[src/rtl/aedf_pkg.sv]
package aedf_pkg;

    typedef enum logic {
        QUAL_IDLE  = 1'b0,
        QUAL_ARMED = 1'b1
    } qual_e;

    // Tick count for a delay code: zero for the lowest code, max for the
    // highest, an even step of max/(ncodes-1) for the codes between.
    function automatic int unsigned code_to_ticks(input int unsigned code,
                                                  input int unsigned max_ticks,
                                                  input int unsigned ncodes);
        int unsigned step;
        step = max_ticks / (ncodes - 1);
        if (code >= ncodes - 1)
            return max_ticks;
        return code * step;
    endfunction

endpackage

[src/rtl/aedf_delay_lut.sv]
module aedf_delay_lut #(
    parameter int unsigned CODE_W    = 4,
    parameter int unsigned MAX_TICKS = 500,
    parameter int unsigned CNT_W     = $clog2(MAX_TICKS + 1)
) (
    input  logic [CODE_W-1:0] code_i,
    output logic [CNT_W-1:0]  ticks_o
);
    localparam int unsigned NCODES = 1 << CODE_W;

    logic [CNT_W-1:0] tbl [NCODES];

    for (genvar g = 0; g < NCODES; g++) begin : g_entry
        assign tbl[g] = CNT_W'(aedf_pkg::code_to_ticks(g, MAX_TICKS, NCODES));
    end

    assign ticks_o = tbl[code_i];

endmodule

[src/rtl/aedf_tick_timer.sv]
module aedf_tick_timer #(
    parameter int unsigned CNT_W = 9
) (
    input  logic             clk,
    input  logic             rst,
    input  logic             tick_i,
    input  logic             load_i,
    input  logic             clear_i,
    input  logic [CNT_W-1:0] target_i,
    output logic             armed_o,
    output logic             done_o
);
    typedef struct packed {
        logic             armed;
        logic [CNT_W-1:0] count;
        logic [CNT_W-1:0] target;
    } tmr_t;

    tmr_t t_d, t_q;

    always_comb begin
        t_d = t_q;
        if (clear_i) begin
            t_d.armed = 1'b0;
            t_d.count = '0;
        end else if (load_i) begin
            t_d.armed  = 1'b1;
            t_d.count  = '0;
            t_d.target = target_i;
        end else if (t_q.armed && tick_i) begin
            t_d.count = t_q.count + CNT_W'(1);
        end
    end

    always_ff @(posedge clk) begin
        if (rst) t_q <= '0;
        else     t_q <= t_d;
    end

    assign armed_o = t_q.armed;
    assign done_o  = t_q.armed && tick_i && ((t_q.count + CNT_W'(1)) == t_q.target);


    count_bound_chk: assert property (@(posedge clk) disable iff (rst)
        t_q.armed |-> (t_q.count < t_q.target));


    target_hold_chk: assert property (@(posedge clk) disable iff (rst)
        (t_q.armed && !load_i) |=> $stable(t_q.target));

endmodule

[src/rtl/aedf_edge_filter.sv]
module aedf_edge_filter #(
    parameter int unsigned CODE_W    = 4,
    parameter int unsigned MAX_TICKS = 500
) (
    input  logic              clk,
    input  logic              rst,
    input  logic              tick_ms,
    input  logic              din,
    input  logic [CODE_W-1:0] rise_code,
    input  logic [CODE_W-1:0] fall_code,
    output logic              dout
);
    import aedf_pkg::*;

    localparam int unsigned CNT_W = $clog2(MAX_TICKS + 1);

    typedef struct packed {
        logic  level;
        qual_e st;
    } ctl_t;

    ctl_t c_d, c_q;

    logic [CNT_W-1:0] rise_ticks, fall_ticks, sel_ticks;
    logic             differ, tmr_load, tmr_clear, tmr_armed, tmr_done;

    aedf_delay_lut #(.CODE_W(CODE_W), .MAX_TICKS(MAX_TICKS), .CNT_W(CNT_W)) u_rise_lut (
        .code_i (rise_code),
        .ticks_o(rise_ticks)
    );

    aedf_delay_lut #(.CODE_W(CODE_W), .MAX_TICKS(MAX_TICKS), .CNT_W(CNT_W)) u_fall_lut (
        .code_i (fall_code),
        .ticks_o(fall_ticks)
    );

    aedf_tick_timer #(.CNT_W(CNT_W)) u_timer (
        .clk     (clk),
        .rst     (rst),
        .tick_i  (tick_ms),
        .load_i  (tmr_load),
        .clear_i (tmr_clear),
        .target_i(sel_ticks),
        .armed_o (tmr_armed),
        .done_o  (tmr_done)
    );

    always_comb begin
        c_d       = c_q;
        tmr_load  = 1'b0;
        tmr_clear = 1'b0;
        differ    = (din != c_q.level);
        sel_ticks = c_q.level ? fall_ticks : rise_ticks;
        unique case (c_q.st)
            QUAL_IDLE: begin
                if (differ) begin
                    if (sel_ticks == '0) begin
                        c_d.level = din;
                    end else begin
                        tmr_load = 1'b1;
                        c_d.st   = QUAL_ARMED;
                    end
                end
            end
            QUAL_ARMED: begin
                if (!differ) begin
                    tmr_clear = 1'b1;
                    c_d.st    = QUAL_IDLE;
                end else if (tmr_done) begin
                    tmr_clear = 1'b1;
                    c_d.level = din;
                    c_d.st    = QUAL_IDLE;
                end
            end
            default: c_d = c_q;
        endcase
    end

    always_ff @(posedge clk) begin
        if (rst) c_q <= '0;
        else     c_q <= c_d;
    end

    assign dout = c_q.level;


    rise_zero_chk: assert property (@(posedge clk) disable iff (rst)
        (c_q.st == QUAL_IDLE && !dout && din && rise_code == '0) |=> dout);


    fall_zero_chk: assert property (@(posedge clk) disable iff (rst)
        (c_q.st == QUAL_IDLE && dout && !din && fall_code == '0) |=> !dout);


    abort_hold_chk: assert property (@(posedge clk) disable iff (rst)
        (c_q.st == QUAL_ARMED && din == dout) |=> ($stable(dout) && !tmr_armed));


    no_tick_hold_chk: assert property (@(posedge clk) disable iff (rst)
        (c_q.st == QUAL_ARMED && !tick_ms) |=> $stable(dout));


    timer_sync_chk: assert property (@(posedge clk) disable iff (rst)
        (c_q.st == QUAL_ARMED) == tmr_armed);

endmodule

[config.mk]
export PLATFORM = sky130hd
export DESIGN_NAME = aedf_edge_filter
export DESIGN_NICKNAME = d
export VERILOG_FILES = /design/src/rtl/aedf_pkg.sv /design/src/rtl/aedf_delay_lut.sv /design/src/rtl/aedf_tick_timer.sv /design/src/rtl/aedf_edge_filter.sv
export SDC_FILE = /design/constraint.sdc
export NUM_CORES = 1
export LEC_CHECK = 0
export BUFFER_PORTS_ARGS = -buffer_cell sky130_fd_sc_hd__buf_2
export CAP_MARGIN = 20
export CORE_MARGIN = 1
export CORE_UTILIZATION = 63
export CTS_CLUSTER_DIAMETER = 200
export CTS_CLUSTER_SIZE = 28
export DETAILED_ROUTE_END_ITERATION = 10
export PLACE_DENSITY_LB_ADDON = 0.12
export SLEW_MARGIN = 20
export SYNTH_ARGS = -nofsm -noshare
export SYNTH_HDL_FRONTEND = slang
export SYNTH_HIERARCHICAL = 1
export SYNTH_SLANG_ARGS = --single-unit
[constraint.sdc]
create_clock -name clk -period 6.3 [get_ports clk]
set_input_delay 1.26 -clock clk [delete_from_list [all_inputs] [get_ports clk]]
set_output_delay 1.26 -clock clk [all_outputs]
set_load 0.005 [all_outputs]
== Word level (Yosys, flattened, before mapping) ==
Memories as Yosys holds them, arrays and structs flattened.
Index checks and enable logic that the tools add are counted.

* Add/subtract/negate cells: 1
* Magnitude comparators: 2
* Eq/ne operators: 6
* Muxes and demuxes: 17
* Bitwise operators: 4
* Reduce and logical (&&, ||, !) cells: 7

{| class="wikitable"
|+ Operators by type and width
! kind !! count
|-
| $mux 9 || 5
|-
| $ge 5x5->1 const B || 2
|-
| $not 4->5 || 2
|-
| $add 9x1->9 const B || 1
|-
| $eq 9x9->1 || 1
|-
| $logic_not 9->1 || 1
|-
| $mux 1 || 9
|-
| $mux 2 || 2
|-
| $ne 2x1->1 const B || 2
|-
| $ne 2x2->1 const B || 2
|-
| $pmux 2 s2 || 1
|-
| $reduce_and 4->1 || 1
|-
| $reduce_or 3->1 || 1
|-
| $logic_and 1x1->1 || 2
|-
| $not 1->1 || 2
|-
| $reduce_and 2->1 || 1
|-
| $reduce_or 2->1 || 1
|-
| $ne 1x1->1 || 1
|}

* Register bits: 21
* ROM bits: 288
* Word-level logic and storage cells: 44
* Memories kept: 2

{| class="wikitable"
|+ Memory list
! memory !! depth !! width !! read ports !! clocked after memory_dff !! write ports !! line !! RTL
|-
| (no name shown) || 16 || 9 || 1 || 0 || 0 || aedf_delay_lut.sv:17 || <nowiki>assign ticks_o = tbl[code_i];</nowiki>
|-
| (no name shown) || 16 || 9 || 1 || 0 || 0 || aedf_delay_lut.sv:17 ||
|}

== Logic depth before layout (Yosys ltp) ==
Gate-level depths: netlist of run 1.

* Depth after elaboration: 10
* Depth in mapped cells: 11

== Hierarchy ==
Netlist of run 1, hierarchy kept.

{| class="wikitable"
|+ Modules (own cells, without submodules)
! module !! instances !! cells an instance !! area each (µm²) !! sequential area each (µm²)
|-
| aedf_tick_timer || 1 || 117 || 968.4 || 380.4
|-
| aedf_edge_filter || 1 || 34 || 311.5 || 40.0
|-
| aedf_delay_lut || 2 || 13 || 81.3 || 0.0
|}

== Worst setup path before layout of run 1 ==
OpenSTA, ideal clock, no wires.

* Path kind: in2reg
* From: input fall_code[3]
* To: register u_timer/t_q[10] (netlist bit)
* Library setup time: 0.070 ns
* Arrival: 3.039 ns
* Data required time: 6.230 ns
* Path slack: 3.191 ns
* Cell stages on the path: 9
* Path through: inv_1 nor3_2 or4_4 o41ai_2 nand2_1 and2_1 or3_1 clkbuf_1 a21oi_1

* Cells in the longest elaborated chain, start to end: 10

{| class="wikitable"
|+ Ends and longest elaborated chain
! element !! line !! RTL
|-
| start, declared || aedf_edge_filter.sv:10 || <nowiki>input logic [CODE_W-1:0] fall_code,</nowiki>
|-
| $not 4->5 (not written as such) || aedf_delay_lut.sv:17 ||
|-
| $mem_v2 16x9 || -- ||
|-
| $mux 9 (not written as such) (2 in a row) || aedf_delay_lut.sv:17 ||
|-
| net fall_ticks[4] || aedf_edge_filter.sv:24 || <nowiki>logic [CNT_W-1:0] rise_ticks, fall_ticks, sel_ticks;</nowiki>
|-
| $mux 9 || aedf_edge_filter.sv:53 || <nowiki>sel_ticks = c_q.level ? fall_ticks : rise_ticks;</nowiki>
|-
| $logic_not 9->1 || aedf_edge_filter.sv:57 || <nowiki>if (sel_ticks == '0) begin</nowiki>
|-
| $mux 1 || aedf_edge_filter.sv:57 ||
|-
| $mux 1 || aedf_edge_filter.sv:56 || <nowiki>if (differ) begin</nowiki>
|-
| $mux 1 || aedf_edge_filter.sv:54 || <nowiki>unique case (c_q.st)</nowiki>
|-
| net tmr_load || aedf_edge_filter.sv:25 || <nowiki>logic differ, tmr_load, tmr_clear, tmr_armed, tmr_done;</nowiki>
|-
| $reduce_or 3->1 (no source line) || -- ||
|-
| end signal, assigned || aedf_tick_timer.sv:37 || <nowiki>else t_q <= t_d;</nowiki>
|-
| end, declared || aedf_tick_timer.sv:19 || <nowiki>tmr_t t_d, t_q;</nowiki>
|}

The timed path passes the listed nets, and every way through them passes these cells. The select of a mux whose other input is x is not followed.
A chain may end at the register's enable or synchronous reset.

== Final worst setup path of run 1 ==
* From: input fall_code[2]
* To: register u_timer/t_q[14] (netlist bit)

The elaborated chain is that of the path after synthesis.

==> results of run 1 <==
-- metrics by stage --
step / hold slack, ns / instances / cell area, µm²
CTS: 0.480 / 204 / 1470
floorplan: 0.448 / 177 / 1440
detailed placement: 0.463 / 200 / 1440
global placement: 0.462 / 200 / 1440
global route: 0.506 / 204 / 1470
finish: 0.476 / 204 / 1470
-- report_power, final --
group | leakage [nW] | internal [mW] | total (mW) | switching (mW)
Clock | 0.0177 | 0.0236 | 0.0642 | 0.0406
Combinational | 0.374 | 0.0156 | 0.0388 | 0.0232
Sequential | 0.171 | 0.137 | 0.141 | 0.00408
Total | 0.563 | 0.176 | 0.244 | 0.0679
-- state kept, by name (all words and copies together) (netlist names) --
| register | count |
|---|---|
| c_q | 1 |
| dout | 1 |
| u_timer/armed_o | 1 |
| u_timer/t_q | 18 |
-- per-layer routing --
metal	GRT usage, %	vias to the layer above	part of all wire, %
li1	-	608	-
met1	31.8	551	49
met2	40.5	31	45
met3	5.25	4	4.9
met4	6.67	0	1.0
met5	0	-	0
-- placed cells by master, fill, tap and decap left out, drive strengths merged, types with 2 or more instances in the layout --
cell type	instances
nand2	30
dfxtp	21
a21oi	13
buf	12
nor2	11
mux2	10
xor2	9
inv	9
a31oi	7
xnor2	7
nor3	6
o21ai	4
or3	4
clkbuf	3
nor4	3
nand3	3
o41ai	2
ha	2
nor2b	2
or4	2
and2	2
and3	2
-- worst min path at each step --
stage	from	end	slack (ns)	cells after the start
after floorplan	u_timer/t_q[1]$_SDFFE_PP0P_	u_timer/t_q[1]$_SDFFE_PP0P_	0.45	2
after global placement	u_timer/t_q[8]$_SDFFE_PP0P_	u_timer/t_q[8]$_SDFFE_PP0P_	0.46	2
after detailed placement	u_timer/t_q[7]$_SDFFE_PP0P_	u_timer/t_q[7]$_SDFFE_PP0P_	0.46	2
after CTS	u_timer/t_q[7]$_SDFFE_PP0P_	u_timer/t_q[7]$_SDFFE_PP0P_	0.48	2
after global routing	u_timer/t_q[7]$_SDFFE_PP0P_	u_timer/t_q[7]$_SDFFE_PP0P_	0.51	2
final	u_timer/t_q[7]$_SDFFE_PP0P_	u_timer/t_q[7]$_SDFFE_PP0P_	0.48	2
-- logic make-up after synthesis --
| family | after synthesis | share of synthesized area, % |
|---|---|---|
| muxes | 11 | 8.50 |
| xor gates and xnor gates | 16 | 9.71 |
| DFF | 21 | 29.1 |
| and+or+nand+nor | 70 | 26.5 |
| AOI/OAI and AO/OA | 32 | 15.2 |
| adders and majority gates | 2 | 1.73 |
| buffers and inverters | 25 | 9.19 |
-- critical path: stages --
cell	delay, ns
buf_2	0.15
nand2_1	0.09
nor3_2	0.05
or4_4	0.52
o41ai_2	0.26
nand2_1	0.13
and2_1	0.22
or3_1	0.53
a21oi_1	0.17
-- final cells by class --
cell class | count | area (µm²) | area share, %
multi-input cells | 131 | 890 | 60.7
flip-flops and latches | 21 | 420 | 28.7
repair buffers | 12 | 60.1 | 4.10
clock buffers | 3 | 22.5 | 1.54
inverters | 9 | 33.8 | 2.31
clock inverters | 1 | 5.00 | 0.342
well taps | 27 | 33.8 | 2.31
==> impl_metrics.ini, run 1 <==
[power_and_ir_drop]
totalPowerFinal_mw = 0.244
ir_drop_uv = 131
leakagePower_nw = 0.563
power.density_nw_per_um2 = 167

[synth]
syn_nets = 191
synth_top_cell_area_share_pct = 29.1
synthesis.area_um2 = 1440
seq_area_frac_synth_pct = 29.1
yosys_warnings = 6
ys_top_cells_by_area = dfxtp_1, nand2_1, mux2_2, xor2_1, buf_4
async_reset_ff_share_pct = 0
synthMostInstantiatedCell = nand2_1
synth_area_per_cell_um2 = 8.15
yosys_most_used_dff = dfxtp_1
synthDistinctLibCells = 44
netlist_instances = 177
synth_common_cells = nand2_1, dfxtp_1, a21oi_1, nor2_1, buf_4
synth-edff-count = 0
synth-seq-cells = 21
yosys.area.top_type = dfxtp_1

[floorplan]
die_height_um = 49.9
die_x_um = 49.9
start_util_pct = 70.0
io_pins = 13
core_area_um2 = 2060
std_cell_rows = 16
dieArea_um2 = 2490

[critical_path]
crit_path_start_kind = input pin
cp_max_fo = 9
cp_data_arrival_time_ns = 3.38
crit_start = fall_code[2]
timing.rr.end = u_timer/t_q[2]$_SDFFE_PP0P_
worstRegToRegCells = 10
critPathRequiredTime_ns = 6.54
rr_startpoint = u_timer/t_q[9]$_SDFFE_PP0P_
crit_type = input pin to flip-flop
crit_end = u_timer/t_q[14]$_SDFFE_PP0P_
r2r_setup_slack_ns = 3.48
crit_path_end_kind = flip-flop

[sta]
setup_viol = 0
fin_setup_tns_ns = 0
setup_ws_ns = 3.16
finalMaxSlewViolations = 0
hold_viol = 0
fin_crit_sh_pct = 49.8
relSlewSlack_pct = 64.0
clock.fmax_ghz = 0.319
grt_setup_unrepaired = no
fin_crit_ns = 3.14
skew_ns = 0.00821
worst_pin_slew_ns = 0.539

[placement]
dpl.hpwl_um = 2190
io_buffers = 12
pre_cts_ws_ns = 2.86
place_congestion = 0.847

[global_routing]
antenna_found_initial = 0
grt_pass1_wl_um = 4640
grt_start_max_net_pins = 15
grt_usage_pct = 24.5
grt_pass1_vias = 1083
overflow = 0

[final_layout]
drive_gt1_share_pct = 22.6
diodes = 0
final_nets = 192
final_util_pct = 71.1
area_delta_synth_final_pct = 1.56
n_fill_cell = 168

[routing]
dr.first_iter.drc_count = 24
vias_per_cell = 5.85
drt_drc_violations_left = 0
final_antenna_net_count = 0
drt-total-wl_um = 2770
drt-pass1-iter-count = 4
wl_per_cell_um = 13.6
vias = 1194

[clock_tree]
ctsResizeCount = 0
numCtsBuffers = 3
clock_sinks = 21
clockBufferDepth = 2
post_cts_buffers = 0
holdBufCountCts = 0
clk_latency_ns = 0.30
cts.clk_slew.worst_paths_ns = 0.12
cts_tree = yes
htreeDepth = 1
cts-root-buf = clkbuf_4

[min_path]
hp-class = flip-flop to flip-flop

[status]
outcome = complete, no violations

[flow_run]
cap_violations = 0
No activity file was read; power rests on OpenSTA's default activity.
==> run 2, diff against run 1 <==
--- a/config.mk
+++ b/config.mk
@@ -8,7 +8,7 @@
 export BUFFER_PORTS_ARGS = -buffer_cell sky130_fd_sc_hd__buf_2
 export CAP_MARGIN = 20
 export CORE_MARGIN = 1
-export CORE_UTILIZATION = 63
+export CORE_UTILIZATION = 58
 export CTS_CLUSTER_DIAMETER = 200
 export CTS_CLUSTER_SIZE = 28
 export DETAILED_ROUTE_END_ITERATION = 10
==> constraint.sdc (replaced) <==
create_clock -name clk -period 2.9 [get_ports clk]
set_input_delay 0.58 -clock clk [delete_from_list [all_inputs] [get_ports clk]]
set_output_delay 0.58 -clock clk [all_outputs]
set_load 0.005 [all_outputs]
==> impl_metrics.ini, run 2 (synthesis results as in run 1) <==
[status]
outcome = complete, no violations

[global_routing]
overflow = 0
antenna_found_initial = 0
grt_usage_pct = 24.0
grt_pass1_vias = 1120
grt_pass1_wl_um = 4820
grt_start_max_net_pins = 15

[clock_tree]
clock_sinks = 21
post_cts_buffers = 0
clockBufferDepth = 2
holdBufCountCts = 0
cts.clk_slew.worst_paths_ns = 0.12
cts-root-buf = clkbuf_4
cts_tree = yes
numCtsBuffers = 3
clk_latency_ns = 0.31
ctsResizeCount = 0
htreeDepth = 1

[placement]
place_congestion = 0.807
place_inst = 205
io_buffers = 12
dpl.hpwl_um = 2210

[routing]
final_antenna_net_count = 0
vias_per_cell = 5.76
dr.first_iter.drc_count = 15
drt-total-wl_um = 2780
vias = 1203
drt_drc_violations_left = 0
wl_per_cell_um = 13.3
drt-pass1-iter-count = 4

[final_layout]
diodes = 0
layout_common_cells = nand2_1, dfxtp_1, a21oi_1
drive_gt1_share_pct = 24.9
fin_cells = 209
largest_reg_flops = 18
area_delta_synth_final_pct = 3.90
top_register = u_timer/t_q
final_common_cell = nand2_1
final_nets = 196

[floorplan]
core_area_um2 = 2280
die_height_um = 51.9
std_cell_rows = 17
dieArea_um2 = 2690
die_x_um = 51.9
io_pins = 13
start_util_pct = 63.4

[critical_path]
crit_type = flip-flop to flip-flop
cp_max_fo = 9
critPathRequiredTime_ns = 3.15
worst_path_largest_cell_delay_ns = 0.51
slowest_stage = or3_1
crit_path_end_kind = flip-flop
path_cells = ha_1, and2_2, nor2b_1, o311a_1, o2111ai_1, nor4_1, buf_4, o21a_1, or3_1, a21oi_1
cpLargestDelayFamily = simple AND/OR/NAND/NOR gates
cp_data_arrival_time_ns = 2.96
cp_num_buf_inv = 1
crit_path_start_kind = flip-flop

[sta]
relSlewSlack_pct = 67.5
grt_setup_unrepaired = no
fin_crit_sh_pct = 93.5
finalMaxSlewViolations = 0
fin_setup_tns_ns = 0
clock.fmax_ghz = 0.369
fin_crit_ns = 2.71
setup_viol = 0
worst_pin_slew_ns = 0.487
skew_ns = 0.00562
hold_viol = 0

[power_and_ir_drop]
seq_power_share_pct = 57.0
p_comb_share_pct = 16.6
p_int_mw = 0.386
switching_share_pct = 27.9
p_sw_mw = 0.150
ir_drop_uv = 361
totalPowerFinal_mw = 0.536
leakagePower_nw = 0.583
power.density_nw_per_um2 = 358
pwr-share-clk_pct = 26.4

[min_path]
hp-class = flip-flop to flip-flop

[flow_run]
cap_violations = 0
-- run 2: cell count changes in the layout (fill, tap and decap cells not counted) --
cell      change
buf_4         +4
nand2b_2      +1
nand2b_1      -1
-- run 2: layer usage --
layer  wire length (µm)  track usage, %  up-vias
li1                   -               -      617
met3                 72            6.43        4
met1               1370            31.8      568
met5                  0               0        -
met2               1310            38.5       14
met4                 30            5.41        0
-- run 2: through the flow --
stage | hold WS (ns) | setup WS, ns | instance area (µm²) | utilization (%)
after global routing | 0.491 | 0.00101 | 1500 | 65.9
after global placement | 0.465 | 0.236 | 1470 | 64.5
after CTS | 0.483 | 0.191 | 1500 | 65.8
after detailed placement | 0.465 | 0.150 | 1470 | 64.5
after floorplan | 0.448 | 0.471 | 1440 | -
final | 0.480 | 0.188 | 1500 | 65.9
-- run 2: layout make-up --
class | instances | area [µm²]
clock buffers | 3 | 22.5
well taps | 28 | 35.0
flip-flops and latches | 21 | 420
clock inverters | 1 | 5.00
repair buffers | 16 | 90.1
multi-input cells | 131 | 892
fillers | 197 | 777
inverters | 9 | 33.8
-- run 2: final timing paths --
check | start | to | slack (ns) | depth (start not counted)
worst min register to register | u_timer/t_q[1]$_SDFFE_PP0P_ | u_timer/t_q[1]$_SDFFE_PP0P_ | 0.48 | 2
worst min-delay path | u_timer/t_q[1]$_SDFFE_PP0P_ | u_timer/t_q[1]$_SDFFE_PP0P_ | 0.48 | 2
worst max-delay path | u_timer/t_q[10]$_SDFFE_PP0P_ | u_timer/t_q[10]$_SDFFE_PP0P_ | 0.19 | 10
worst max register to register | u_timer/t_q[10]$_SDFFE_PP0P_ | u_timer/t_q[10]$_SDFFE_PP0P_ | 0.19 | 10
-- run 2: worst min-delay path, stage by stage (launching register included) --
cell and delay (ns):
dfxtp_1 0.34, nand2_1 0.06, a21oi_1 0.05
-- run 2: power by group through the flow --
stage	sequential [mW]	clock, mW	combinational [mW]
3_5_place_dp	0.312	0	0.0877
3_3_place_gp	0.312	0	0.0836
2_1_floorplan	0.311	0	0.0695
5_1_grt	0.307	0.160	0.0997
4_1_cts	0.305	0.145	0.0881
6_report	0.306	0.142	0.0893
